==> src/rtl/apd_pkg.sv <==
package apd_pkg;
   localparam int unsigned APD_EN_BIT   = 1;
   localparam int unsigned ARR_GATE_BIT = 4;
   localparam int unsigned MC_GATE_BIT  = 5;

   typedef struct packed {
      logic apd_en;
      logic arr_gate;
      logic mc_gate;
   } apd_ctl_t;
endpackage

==> src/rtl/apd_ctl_reg.sv <==
module apd_ctl_reg
   import apd_pkg::*;
#(
   parameter int unsigned ADDR_W   = 2,
   parameter int unsigned DATA_W   = 8,
   parameter int unsigned CTL_ADDR = 0
) (
   input  logic              clk,
   input  logic              rst_n,
   input  logic              we,
   input  logic [ADDR_W-1:0] addr,
   input  logic [DATA_W-1:0] wdata,
   output logic [DATA_W-1:0] rdata,
   output apd_ctl_t          ctl
);
   localparam logic [ADDR_W-1:0] HIT_ADDR = ADDR_W'(CTL_ADDR);

   if (DATA_W <= MC_GATE_BIT) begin : g_bad_width
      $error("DATA_W too narrow for control bits");
   end
   if (CTL_ADDR >= (1 << ADDR_W)) begin : g_bad_addr
      $error("CTL_ADDR outside address space");
   end

   logic [DATA_W-1:0] ctl_q;
   logic              hit;

   assign hit = (addr == HIT_ADDR);

   always_ff @(posedge clk or negedge rst_n) begin
      if (!rst_n)        ctl_q <= '0;
      else if (we && hit) ctl_q <= wdata;
   end

   assign rdata        = hit ? ctl_q : '0;
   assign ctl.apd_en   = ctl_q[APD_EN_BIT];
   assign ctl.arr_gate = ctl_q[ARR_GATE_BIT];
   assign ctl.mc_gate  = ctl_q[MC_GATE_BIT];
endmodule

==> src/rtl/apd_idle_timer.sv <==
module apd_idle_timer #(
   parameter int unsigned IDLE_LIMIT = 15
) (
   input  logic clk,
   input  logic rst_n,
   input  logic enable,
   input  logic ale,
   output logic pdn
);
   localparam int unsigned CNT_W = $clog2(IDLE_LIMIT + 1);
   localparam logic [CNT_W-1:0] LIMIT_C = CNT_W'(IDLE_LIMIT);

   if (IDLE_LIMIT < 2) begin : g_bad_limit
      $error("IDLE_LIMIT must be at least 2");
   end

   logic [CNT_W-1:0] cnt_q, cnt_d;
   logic             ale_q, act;
   logic             pdn_q;

   assign act = ale ^ ale_q;

   always_comb begin
      if (!enable || act)      cnt_d = '0;
      else if (cnt_q != LIMIT_C) cnt_d = cnt_q + 1'b1;
      else                     cnt_d = cnt_q;
   end

   always_ff @(posedge clk or negedge rst_n) begin
      if (!rst_n) begin
         cnt_q <= '0;
         ale_q <= 1'b0;
         pdn_q <= 1'b0;
      end else begin
         cnt_q <= cnt_d;
         ale_q <= ale;
         pdn_q <= (cnt_d == LIMIT_C);
      end
   end

   assign pdn = pdn_q;
endmodule

==> src/rtl/apd_enable_gen.sv <==
module apd_enable_gen
   import apd_pkg::*;
#(
   parameter int unsigned NUM_MEM      = 3,
   parameter logic [NUM_MEM-1:0] PD_MASK = '1
) (
   input  logic               cs_n,
   input  logic               pdn,
   input  apd_ctl_t           ctl,
   output logic [NUM_MEM-1:0] mem_en,
   output logic               io_en,
   output logic               array_clk_en,
   output logic               mcell_clk_en
);
   if (NUM_MEM < 1) begin : g_bad_num
      $error("NUM_MEM must be at least 1");
   end

   for (genvar b = 0; b < NUM_MEM; b++) begin : g_bank
      if (PD_MASK[b]) begin : g_pd
         assign mem_en[b] = !cs_n && !pdn;
      end else begin : g_nopd
         assign mem_en[b] = !cs_n;
      end
   end

   assign io_en        = !cs_n;
   assign array_clk_en = !ctl.arr_gate;
   assign mcell_clk_en = !ctl.mc_gate;
endmodule

==> src/rtl/apd_clock_ctrl.sv <==
module apd_clock_ctrl
   import apd_pkg::*;
#(
   parameter int unsigned ADDR_W     = 2,
   parameter int unsigned DATA_W     = 8,
   parameter int unsigned NUM_MEM    = 3,
   parameter int unsigned IDLE_LIMIT = 15
) (
   input  logic               clk,
   input  logic               rst_n,
   input  logic               ale,
   input  logic               cs_n,
   input  logic [ADDR_W-1:0]  reg_addr,
   input  logic [DATA_W-1:0]  reg_wdata,
   input  logic               reg_we,
   output logic [DATA_W-1:0]  reg_rdata,
   output logic               pdn,
   output logic [NUM_MEM-1:0] mem_en,
   output logic               io_en,
   output logic               array_clk_en,
   output logic               mcell_clk_en
);
   apd_ctl_t ctl_s;

   apd_ctl_reg #(.ADDR_W(ADDR_W), .DATA_W(DATA_W), .CTL_ADDR(0)) u_reg (
      .clk(clk), .rst_n(rst_n), .we(reg_we), .addr(reg_addr),
      .wdata(reg_wdata), .rdata(reg_rdata), .ctl(ctl_s)
   );

   apd_idle_timer #(.IDLE_LIMIT(IDLE_LIMIT)) u_timer (
      .clk(clk), .rst_n(rst_n), .enable(ctl_s.apd_en), .ale(ale), .pdn(pdn)
   );

   apd_enable_gen #(.NUM_MEM(NUM_MEM)) u_en (
      .cs_n(cs_n), .pdn(pdn), .ctl(ctl_s), .mem_en(mem_en), .io_en(io_en),
      .array_clk_en(array_clk_en), .mcell_clk_en(mcell_clk_en)
   );
endmodule

==> config.mk <==
export PLATFORM = sky130hd
export DESIGN_NAME = apd_clock_ctrl
export DESIGN_NICKNAME = d
export VERILOG_FILES = /design/src/rtl/apd_pkg.sv /design/src/rtl/apd_ctl_reg.sv /design/src/rtl/apd_idle_timer.sv /design/src/rtl/apd_enable_gen.sv /design/src/rtl/apd_clock_ctrl.sv
export SDC_FILE = /design/constraint.sdc
export NUM_CORES = 1
export LEC_CHECK = 0
export ABC_AREA = 1
export BUFFER_PORTS_ARGS = -buffer_cell sky130_fd_sc_hd__buf_2
export CAP_MARGIN = 20
export CELL_PAD_IN_SITES_DETAIL_PLACEMENT = 1
export CELL_PAD_IN_SITES_GLOBAL_PLACEMENT = 1
export CORE_ASPECT_RATIO = 1.5
export CORE_MARGIN = 1.5
export CORE_UTILIZATION = 33
export CTS_CLUSTER_DIAMETER = 50
export DETAILED_ROUTE_END_ITERATION = 6
export HOLD_SLACK_MARGIN = 0.02
export PLACE_DENSITY_LB_ADDON = 0.1
export SKIP_LAST_GASP = 1
export SLEW_MARGIN = 10
export SYNTH_ARGS = -nofsm -noshare
export SYNTH_HDL_FRONTEND = slang
export SYNTH_SLANG_ARGS = --single-unit
==> constraint.sdc <==
create_clock -name clk -period 1.7 [get_ports clk]
set_input_delay 0.34 -clock clk [delete_from_list [all_inputs] [get_ports clk]]
set_output_delay 0.34 -clock clk [all_outputs]
set_load 0.02 [all_outputs]
=== Yosys cells after proc, flatten, opt, wreduce, memory -nomap -nowiden ===
Cells that the tools add are included.

* Flip-flop bits (word level): 14
* Bits in writable memories: 0
* Latch bits: 0
* Bits in read-only memories: 0
* Output and inout port bits: 15
* Memories: 0

* $add $sub $neg: 1
* Shift-type cells: 0
* Reductions and logical operators: 9
* Muxes and demuxes: 3
* Equal/unequal tests: 2
* $lt $le $gt $ge: 0
* Divide/modulo/power cells: 0
* Bitwise operators: 1
* Multiply operators: 0

{| class="wikitable"
|+ Operators by type and width
! operator !! number
|-
| 4-bit 2-to-1 mux || 2
|-
| 8-bit 2-to-1 mux || 1
|-
| 1-bit logical NOT || 5
|-
| 4-bit by 1-bit adder with 4-bit output, second input constant || 1
|-
| 4-bit == test, second input constant || 1
|-
| 4-bit != test, second input constant || 1
|-
| 1-bit logical AND || 2
|-
| 2-bit logical NOT || 1
|-
| 1-bit logical OR || 1
|-
| 1-bit bitwise XOR || 1
|}

=== Longest topological paths before layout ===
Gate-level depths: netlist (run 1).

* Depth in word-level cells: 4
* Gate-level depth with buffers: 7
* Mapped depth without buffers: 7

=== By module ===
A second synthesis (run 1) with hierarchy kept.

* Cell total of the unflattened synthesis: 99
* Area, all modules: 762.0 um2

{| class="wikitable"
|+ Modules (own cells, without submodules)
! module !! sequential area each (um2) !! times used !! area an instance (um2) !! cells an instance
|-
| apd_ctl_reg || 200.2 || 1 || 414.1 || 55
|-
| apd_idle_timer || 150.1 || 1 || 317.8 || 38
|-
| apd_enable_gen || 0.0 || 1 || 30.0 || 6
|}

=== Least setup slack after synthesis (run 1) ===
No wires, ideal clock.

* Kind: register to output
* From: reg u_timer.pdn_q, in the netlist u_timer.pdn
* To: out mem_en[1]
* Slack: 324 ps
* Arrival time: 1,036 ps
* Path buffers: 1
* Stages on the path, launching flop included: 3
* Path through: dfrtp_1 -> nor2_1 -> buf_4

* Longest elaborated chain between the ends: 2

{| class="wikitable"
|+ RTL lines
! element !! line !! source
|-
| from (decl) || apd_idle_timer.sv:19 || <nowiki>logic pdn_q;</nowiki>
|-
| from (signal assigned) || apd_idle_timer.sv:37 || <nowiki>pdn_q <= (cnt_d == LIMIT_C);</nowiki>
|-
| 1-bit logical NOT || n/a ||
|-
| 1-bit logical AND || n/a ||
|-
| to (decl) || apd_clock_ctrl.sv:18 || <nowiki>output logic [NUM_MEM-1:0] mem_en,</nowiki>
|}

No other way between the ends.

=== Final worst setup path (run 1) ===
* From: in reg_addr[1]
* To: out reg_rdata[0]

* Longest elaborated chain between the ends: 2

{| class="wikitable"
|+ RTL lines
! element !! line !! source
|-
| from (decl) || apd_clock_ctrl.sv:13 || <nowiki>input logic [ADDR_W-1:0] reg_addr,</nowiki>
|-
| 2-bit logical NOT || apd_ctl_reg.sv:28 || <nowiki>assign hit = (addr == HIT_ADDR);</nowiki>
|-
| 8-bit 2-to-1 mux || apd_ctl_reg.sv:35 || <nowiki>assign rdata = hit ? ctl_q : '0;</nowiki>
|-
| to (decl) || apd_clock_ctrl.sv:16 || <nowiki>output logic [DATA_W-1:0] reg_rdata,</nowiki>
|}

No other way between the ends.

==> results.py, run 1 <==
metrics = {
    "critical_path": {
        "arrival_ns": 0.99,
        "cpMostUsedCell": "buf_2",
        "worst_setup_path_end_kind": "output port",
        "startpoint_type": "primary input",
        "worstSetupPathType": "in2out",
        "critPathRequiredTime_ns": 1.36,
        "cp_top_family": "buffers and inverters",
        "crit_buf_inv": 3,
        "slowest_delay_ns": 0.17,
        "slowest_stage": "buf_2",
        "crit_fanout": 8,
        "path_cells": "buf_2 > nor2_2 > inv_1 > nor2_1 > buf_2",
    },
    "global_routing": {
        "grtUsageTotal_pct": 16.4,
        "grt_overflow": 0,
        "grt_pass1_wl_mm": 2.55,
        "antenna_found_initial": 0,
        "grt_max_degree": 17,
        "grt_pass1_vias": 679,
    },
    "run": {
        "cap_violations": 0,
    },
    "floorplan": {
        "core_area_um2": 1980,
        "dieArea_um2": 2350,
        "boundaryPins": 30,
        "die_y_um": 58.7,
        "initial_core_util_pct": 34.5,
        "die_x_um": 40.1,
        "std_cell_rows": 20,
    },
    "synthesis": {
        "netlist_instances": 86,
        "synthDistinctLibCells": 15,
        "syn-cell-area_um2": 682,
        "ys_warn_count": 0,
        "synthesis.nets": 102,
        "synth-seq-cells": 14,
        "yosysSeqAreaShare_pct": 51.4,
        "synth_area_per_cell_um2": 7.93,
    },
    "timing": {
        "finalSetupViolCount": 0,
        "fin_ws_ns": 0.368,
        "rsz0062_at_grt": "no",
        "layout_worst_path_cycle_share_pct": 78.4,
        "fmax_mhz": 751,
        "max-slew-margin-rel_pct": 79.0,
        "period_minus_slack_ns": 1.33,
        "slew_viol_final": 0,
        "finClkSkew_ns": 0.00163,
        "hold_viol": 0,
        "fin_tns_setup_ns": 0,
        "worst_slew_pin_slew_ns": 0.316,
    },
    "routing": {
        "firstDrtPassIters": 3,
        "drc": 0,
        "detail-route-antenna-nets": 0,
        "drt-total-wl_mm": 1.52,
        "wire_per_inst_um": 10.9,
        "viasPerCell": 4.74,
        "drtIter0Drc": 12,
        "via_count": 659,
    },
    "finish": {
        "fillers": 278,
        "drive_above_1_share_pct": 33.3,
        "finalNetCount": 134,
        "syn_to_final_growth_pct": 28.3,
        "fin_cells": 139,
        "diodes": 0,
    },
    "clock_network": {
        "post_cts_buffers": 0,
        "cts_sinks": 14,
        "htreeDepth": 1,
        "cts_root_buf": "clkbuf_4",
        "post_cts_resized": 0,
        "tritoncts": "done",
        "numCtsBuffers": 3,
        "clkTransAtPathRegs_ns": 0.08,
        "worstSkewPairLatency_ns": 0.27,
        "cts_buffer_depth": 2,
    },
    "hold_path": {
        "hp-class": "in2reg",
    },
    "placed_design": {
        "io_buffers": 29,
        "dp_worst_setup_slack_ns": 0.354,
        "dp_cells": 134,
        "gp_congestion": 0.689,
        "dp_hpwl_mm": 1.24,
    },
    "status": {
        "run_status": "complete, no violations",
    },
    "power": {
        "p_per_area_nw_per_um2": 928,
        "p_leak_nw": 0.506,
        "worst_ir_drop_vdd_mv": 0.574,
    },
}
power breakdown:
part / internal [mW] / switching [mW]
sequential: 0.373 / 0.0200
clock: 0.130 / 0.103
combinational: 0.0657 / 0.120
total: 0.569 / 0.243
worst paths after layout:
kind	startpoint	end	slack, ns	cells after the start
min	ale	u_timer.ale_q$_DFF_PN0_	0.20	1
min reg2reg	u_reg.ctl_q[7]$_DFFE_PN0P_	u_reg.ctl_q[7]$_DFFE_PN0P_	0.52	2
min in group asynchronous	rst_n	u_timer.cnt_q[1]$_DFF_PN0_	0.48	2
max	reg_addr[1]	reg_rdata[0]	0.37	5
max reg2reg	u_timer.cnt_q[0]$_DFF_PN0_	u_timer.pdn$_DFF_PN0_	0.45	6
max in group asynchronous	rst_n	u_reg.ctl_q[0]$_DFFE_PN0P_	0.98	2
Yosys cell counts:
cell,count,area share [%]
a31oi_1,1,0.92
nand2_2,2,1.8
buf_4,2,2.2
dfrtp_1,14,51
a21oi_1,10,7.3
inv_1,13,7.2
nor2_2,3,2.8
ha_1,1,1.8
nor3_1,1,0.73
buf_6,1,1.7
nand4_1,1,0.92
nor2_1,22,12
nand2_1,9,5.0
nand3_1,5,3.7
inv_2,1,0.55
logic make-up (layout without fill, tap and decap cells):
kind of cell    after synthesis  after routing  synth area share, %
compound gates               11             11                 8.26
flops                        14             14                 51.4
buf+inv                      17             48                 11.6
simple gates                 43             43                 27.0
fa+ha+maj                     1              1                 1.83
state kept, by name, indices dropped and copies added (netlist names):
| name | count |
|---|---|
| u_timer.ale_q | 1 |
| u_timer.pdn | 1 |
| u_reg.ctl_q | 8 |
| u_timer.cnt_q | 4 |
what timing repair did:
| action | 4_1_cts | 5_1_grt |
|---|---|---|
| hold endpoints to repair | 14 | 0 |
| setup endpoints to repair | 0 | 0 |
| hold buffers | 1 | 0 |
area by class of cell:
cell class	instances	area [um2]	share of cell area, %
Multi-Input combinational cell	55	253	28.9
Inverter	14	52.6	6.01
Clock buffer	4	36.3	4.15
Sequential cell	14	350	40.1
Timing Repair Buffer	30	155	17.7
Tap cell	22	27.5	3.15
layout by cell type (no fill, tap or decap), drive strengths merged:
cell type and count:
nand2 11, nor3 1, buf 29, nor2 25, nand4 1, dfrtp 14, dlygate4sd3 1, ha 1
a21oi 10, a31oi 1, inv 14, nand3 5, clkbuf 4
stage by stage:
step                area (um2)  util, %  total power [mW]  hold WS [ns]
CTS                        875     44.2             0.827         0.194
global route               875     44.2             0.876         0.177
floorplan                  682        -             0.520        0.0444
global placement           828     41.9             0.582         0.262
detailed placement         828     41.9             0.588         0.259
finish                     875     44.2             0.811         0.202
per-layer routing:
metal / part of all wire (%) / GRT usage [%]
met5: 0 / 0
met1: 38 / 15.0
met2: 55 / 28.3
met3: 4.2 / 4.53
met4: 3.0 / 12.3
(Power assumes the default switching activity.)
==> run 2, diff against run 1 <==
--- a/config.mk
+++ b/config.mk
@@ -5,14 +5,14 @@
 export SDC_FILE = /design/constraint.sdc
 export NUM_CORES = 1
 export LEC_CHECK = 0
-export ABC_AREA = 1
+export ABC_AREA = 0
 export BUFFER_PORTS_ARGS = -buffer_cell sky130_fd_sc_hd__buf_2
 export CAP_MARGIN = 20
 export CELL_PAD_IN_SITES_DETAIL_PLACEMENT = 1
 export CELL_PAD_IN_SITES_GLOBAL_PLACEMENT = 1
 export CORE_ASPECT_RATIO = 1.5
 export CORE_MARGIN = 1.5
-export CORE_UTILIZATION = 33
+export CORE_UTILIZATION = 34
 export CTS_CLUSTER_DIAMETER = 50
 export DETAILED_ROUTE_END_ITERATION = 6
 export HOLD_SLACK_MARGIN = 0.02
==> constraint.sdc (replaced) <==
create_clock -name clk -period 1.4 [get_ports clk]
set_input_delay 0.28 -clock clk [delete_from_list [all_inputs] [get_ports clk]]
set_output_delay 0.28 -clock clk [all_outputs]
set_load 0.02 [all_outputs]
==> run 2 against run 1 <==
Compared with the run above:
- core utilization grew 1.6 points
- worst hold slack lost 0.067 ns
- setup slack lost 0.26 ns
- sequential power grew 24%
- combinational power grew 38%
- global-route usage shrank 3.1 points
- via count shrank 16%
- first-iteration DRC count shrank 67%
- design area grew 4.9%
- register-to-register slack lost 0.33 ns
- non-clock buffer count grew 2
- critical endpoint is now reg_rdata[1]
- largest cell class unchanged
- highest routed layer unchanged
==> results.py, run 2 <==
metrics = {
    "timing": {
        "worst_slew_pin_slew_ns": 0.311,
        "fmax_mhz": 772,
        "finalSetupViolCount": 0,
        "hold_viol": 0,
        "finClkSkew_ns": 0.00388,
        "slew_viol_final": 0,
        "layout_worst_path_cycle_share_pct": 92.5,
        "rsz0062_at_grt": "no",
        "hold_slack_ns": 0.134,
        "max-slew-margin-rel_pct": 79.2,
        "fin_ws_ns": 0.105,
        "period_minus_slack_ns": 1.29,
        "fin_tns_setup_ns": 0,
    },
    "critical_path": {
        "rrSetupSlack_ns": 0.12,
        "arrival_ns": 1.01,
        "worst_setup_path_end_kind": "output port",
        "crit_fanout": 4,
        "r2r_start": "u_timer.cnt_q[1]$_DFF_PN0_",
        "cp.depth": 2,
        "path_cells": "and2_2 > buf_2",
        "startpoint": "u_reg.ctl_q[1]$_DFFE_PN0P_",
        "worstSetupPathType": "reg2out",
        "slowest_delay_ns": 0.42,
        "crit_path_end": "reg_rdata[1]",
        "r2r-end": "u_timer.pdn$_DFF_PN0_",
        "crit_buf_inv": 1,
        "cp_top_family": "flip-flops",
        "slowest_stage": "dfrtp_1",
        "startpoint_type": "flip-flop",
        "r2r_cells": 4,
        "critPathRequiredTime_ns": 1.12,
    },
    "finish": {
        "diodes": 0,
        "final_cell_mix": "buf_2 (29), dfrtp_1 (14), mux2_4 (8)",
        "finalNetCount": 110,
        "largest-register": "u_reg.ctl_q",
        "fillers": 249,
        "largest_register_ffs": 8,
        "top_regs": "u_reg.ctl_q (8), u_timer.cnt_q (4)",
        "fin_area_um2": 917,
        "syn_to_final_growth_pct": 29.3,
        "utilization_pct": 45.8,
        "drive_above_1_share_pct": 54.8,
        "fin_cells": 115,
        "final_common_cell": "buf_2",
    },
    "placed_design": {
        "dp_cells": 110,
        "dp_worst_setup_slack_ns": 0.111,
        "io_buffers": 29,
        "dp_hpwl_mm": 1.11,
        "gp_congestion": 0.574,
        "dpl_cell_area_um2": 871,
    },
    "synthesis": {
        "netlist_instances": 60,
        "synthesis.nets": 76,
        "syn-cell-area_um2": 709,
        "synth-seq-cells": 14,
        "yosysSeqAreaShare_pct": 49.4,
        "yosys-top-cells-area": "dfrtp_1 (49%), mux2_4 (17%), and2_2 (6.3%)",
        "async_reset_ff_share_pct": 100,
        "synthDistinctLibCells": 18,
        "synth_area_per_cell_um2": 11.8,
        "synth_area_leader_cell": "dfrtp_1",
        "yosysMostFrequentCell": "dfrtp_1",
        "synth_top_area_share_pct": 49.4,
        "ys_top_cells_by_count": "dfrtp_1 (14), mux2_4 (8), and2_2 (6), nor2_1 (5), nor3_1 (5)",
        "synth_edf_count": 0,
        "synth_flop_cell": "dfrtp_1",
        "ys_warn_count": 0,
    },
    "global_routing": {
        "grt_max_degree": 15,
        "grt_pass1_vias": 531,
        "grt_overflow": 0,
        "antenna_found_initial": 0,
        "grtUsageTotal_pct": 13.4,
        "grt_pass1_wl_mm": 2.17,
    },
    "status": {
        "run_status": "complete, no violations",
    },
    "routing": {
        "firstDrtPassIters": 4,
        "via_count": 551,
        "drc": 0,
        "detail-route-antenna-nets": 0,
        "drtIter0Drc": 4,
        "wire_per_inst_um": 11.9,
        "drt-total-wl_mm": 1.37,
        "viasPerCell": 4.79,
    },
    "power": {
        "p_leak_nw": 0.482,
        "fin_total_pwr_mw": 1.02,
        "worst_ir_drop_vdd_mv": 0.582,
        "p_per_area_nw_per_um2": 1120,
    },
    "floorplan": {
        "dieArea_um2": 2380,
        "core_area_um2": 2000,
        "die_x_um": 40.3,
        "initial_core_util_pct": 35.4,
        "die_y_um": 58.9,
        "boundaryPins": 30,
        "std_cell_rows": 20,
    },
    "hold_path": {
        "hp-class": "in2reg",
        "hold_path_startpoint": "ale",
    },
    "clock_network": {
        "cts_buffer_depth": 2,
        "cts_sinks": 14,
        "clkTransAtPathRegs_ns": 0.08,
        "worstSkewPairLatency_ns": 0.27,
        "numCtsBuffers": 3,
        "post_cts_resized": 0,
        "htreeDepth": 1,
        "post_cts_buffers": 0,
        "tritoncts": "done",
        "cts_root_buf": "clkbuf_4",
    },
    "run": {
        "cap_violations": 0,
    },
}
[run 2: worst min-delay path by stage]
stage	slack, ns	depth (start not counted)	to
2_1_floorplan	-0.02	0	u_reg.ctl_q[0]$_DFFE_PN0P_
3_3_place_gp	0.20	1	u_reg.ctl_q[4]$_DFFE_PN0P_
3_5_place_dp	0.20	1	u_reg.ctl_q[4]$_DFFE_PN0P_
4_1_cts	0.12	1	u_timer.ale_q$_DFF_PN0_
5_1_grt	0.11	1	u_timer.ale_q$_DFF_PN0_
6_report	0.13	1	u_timer.ale_q$_DFF_PN0_
[run 2: layout make-up]
type | count | area [um2] | area share [%]
well taps | 22 | 27.5 | 3.00
clock buffers | 4 | 36.3 | 3.96
inverters | 3 | 11.3 | 1.23
multi-input cells | 40 | 322 | 35.1
flip-flops and latches | 14 | 350 | 38.2
repair buffers | 32 | 170 | 18.6
[run 2: power breakdown]
group | internal, mW | switching [mW] | leakage [nW]
logic | 0.134 | 0.122 | 0.286
registers | 0.456 | 0.0329 | 0.175
clock network | 0.158 | 0.120 | 0.0210
total | 0.748 | 0.276 | 0.482
[run 2: kinds of logic (layout without fill, tap and decap cells)]
| family | after synthesis | after routing | synth area share, % |
|---|---|---|---|
| multiplexers | 9 | 9 | 18.3 |
| adder cells (fa/ha/maj) | 1 | 1 | 1.76 |
| AND/OR/NAND/NOR | 25 | 25 | 19.9 |
| AO/OA/AOI/OAI | 2 | 2 | 1.59 |
| buffers and inverters | 6 | 39 | 5.29 |
| XOR/XNOR | 3 | 3 | 3.70 |
| flip-flops | 14 | 14 | 49.4 |
[run 2: timing repair]
action	4_1_cts	5_1_grt
hold buffers	1	0
hold endpoints to repair	14	0
endpoints found under the setup margin	0	0
[run 2: routing by layer]
metal	up-vias	share of wire [%]	track usage, %
met4	0	0.73	7.14
met2	21	53	21.4
li1	263	-	-
met5	-	0	0
met1	265	41	16.4
met3	2	5.6	2.26
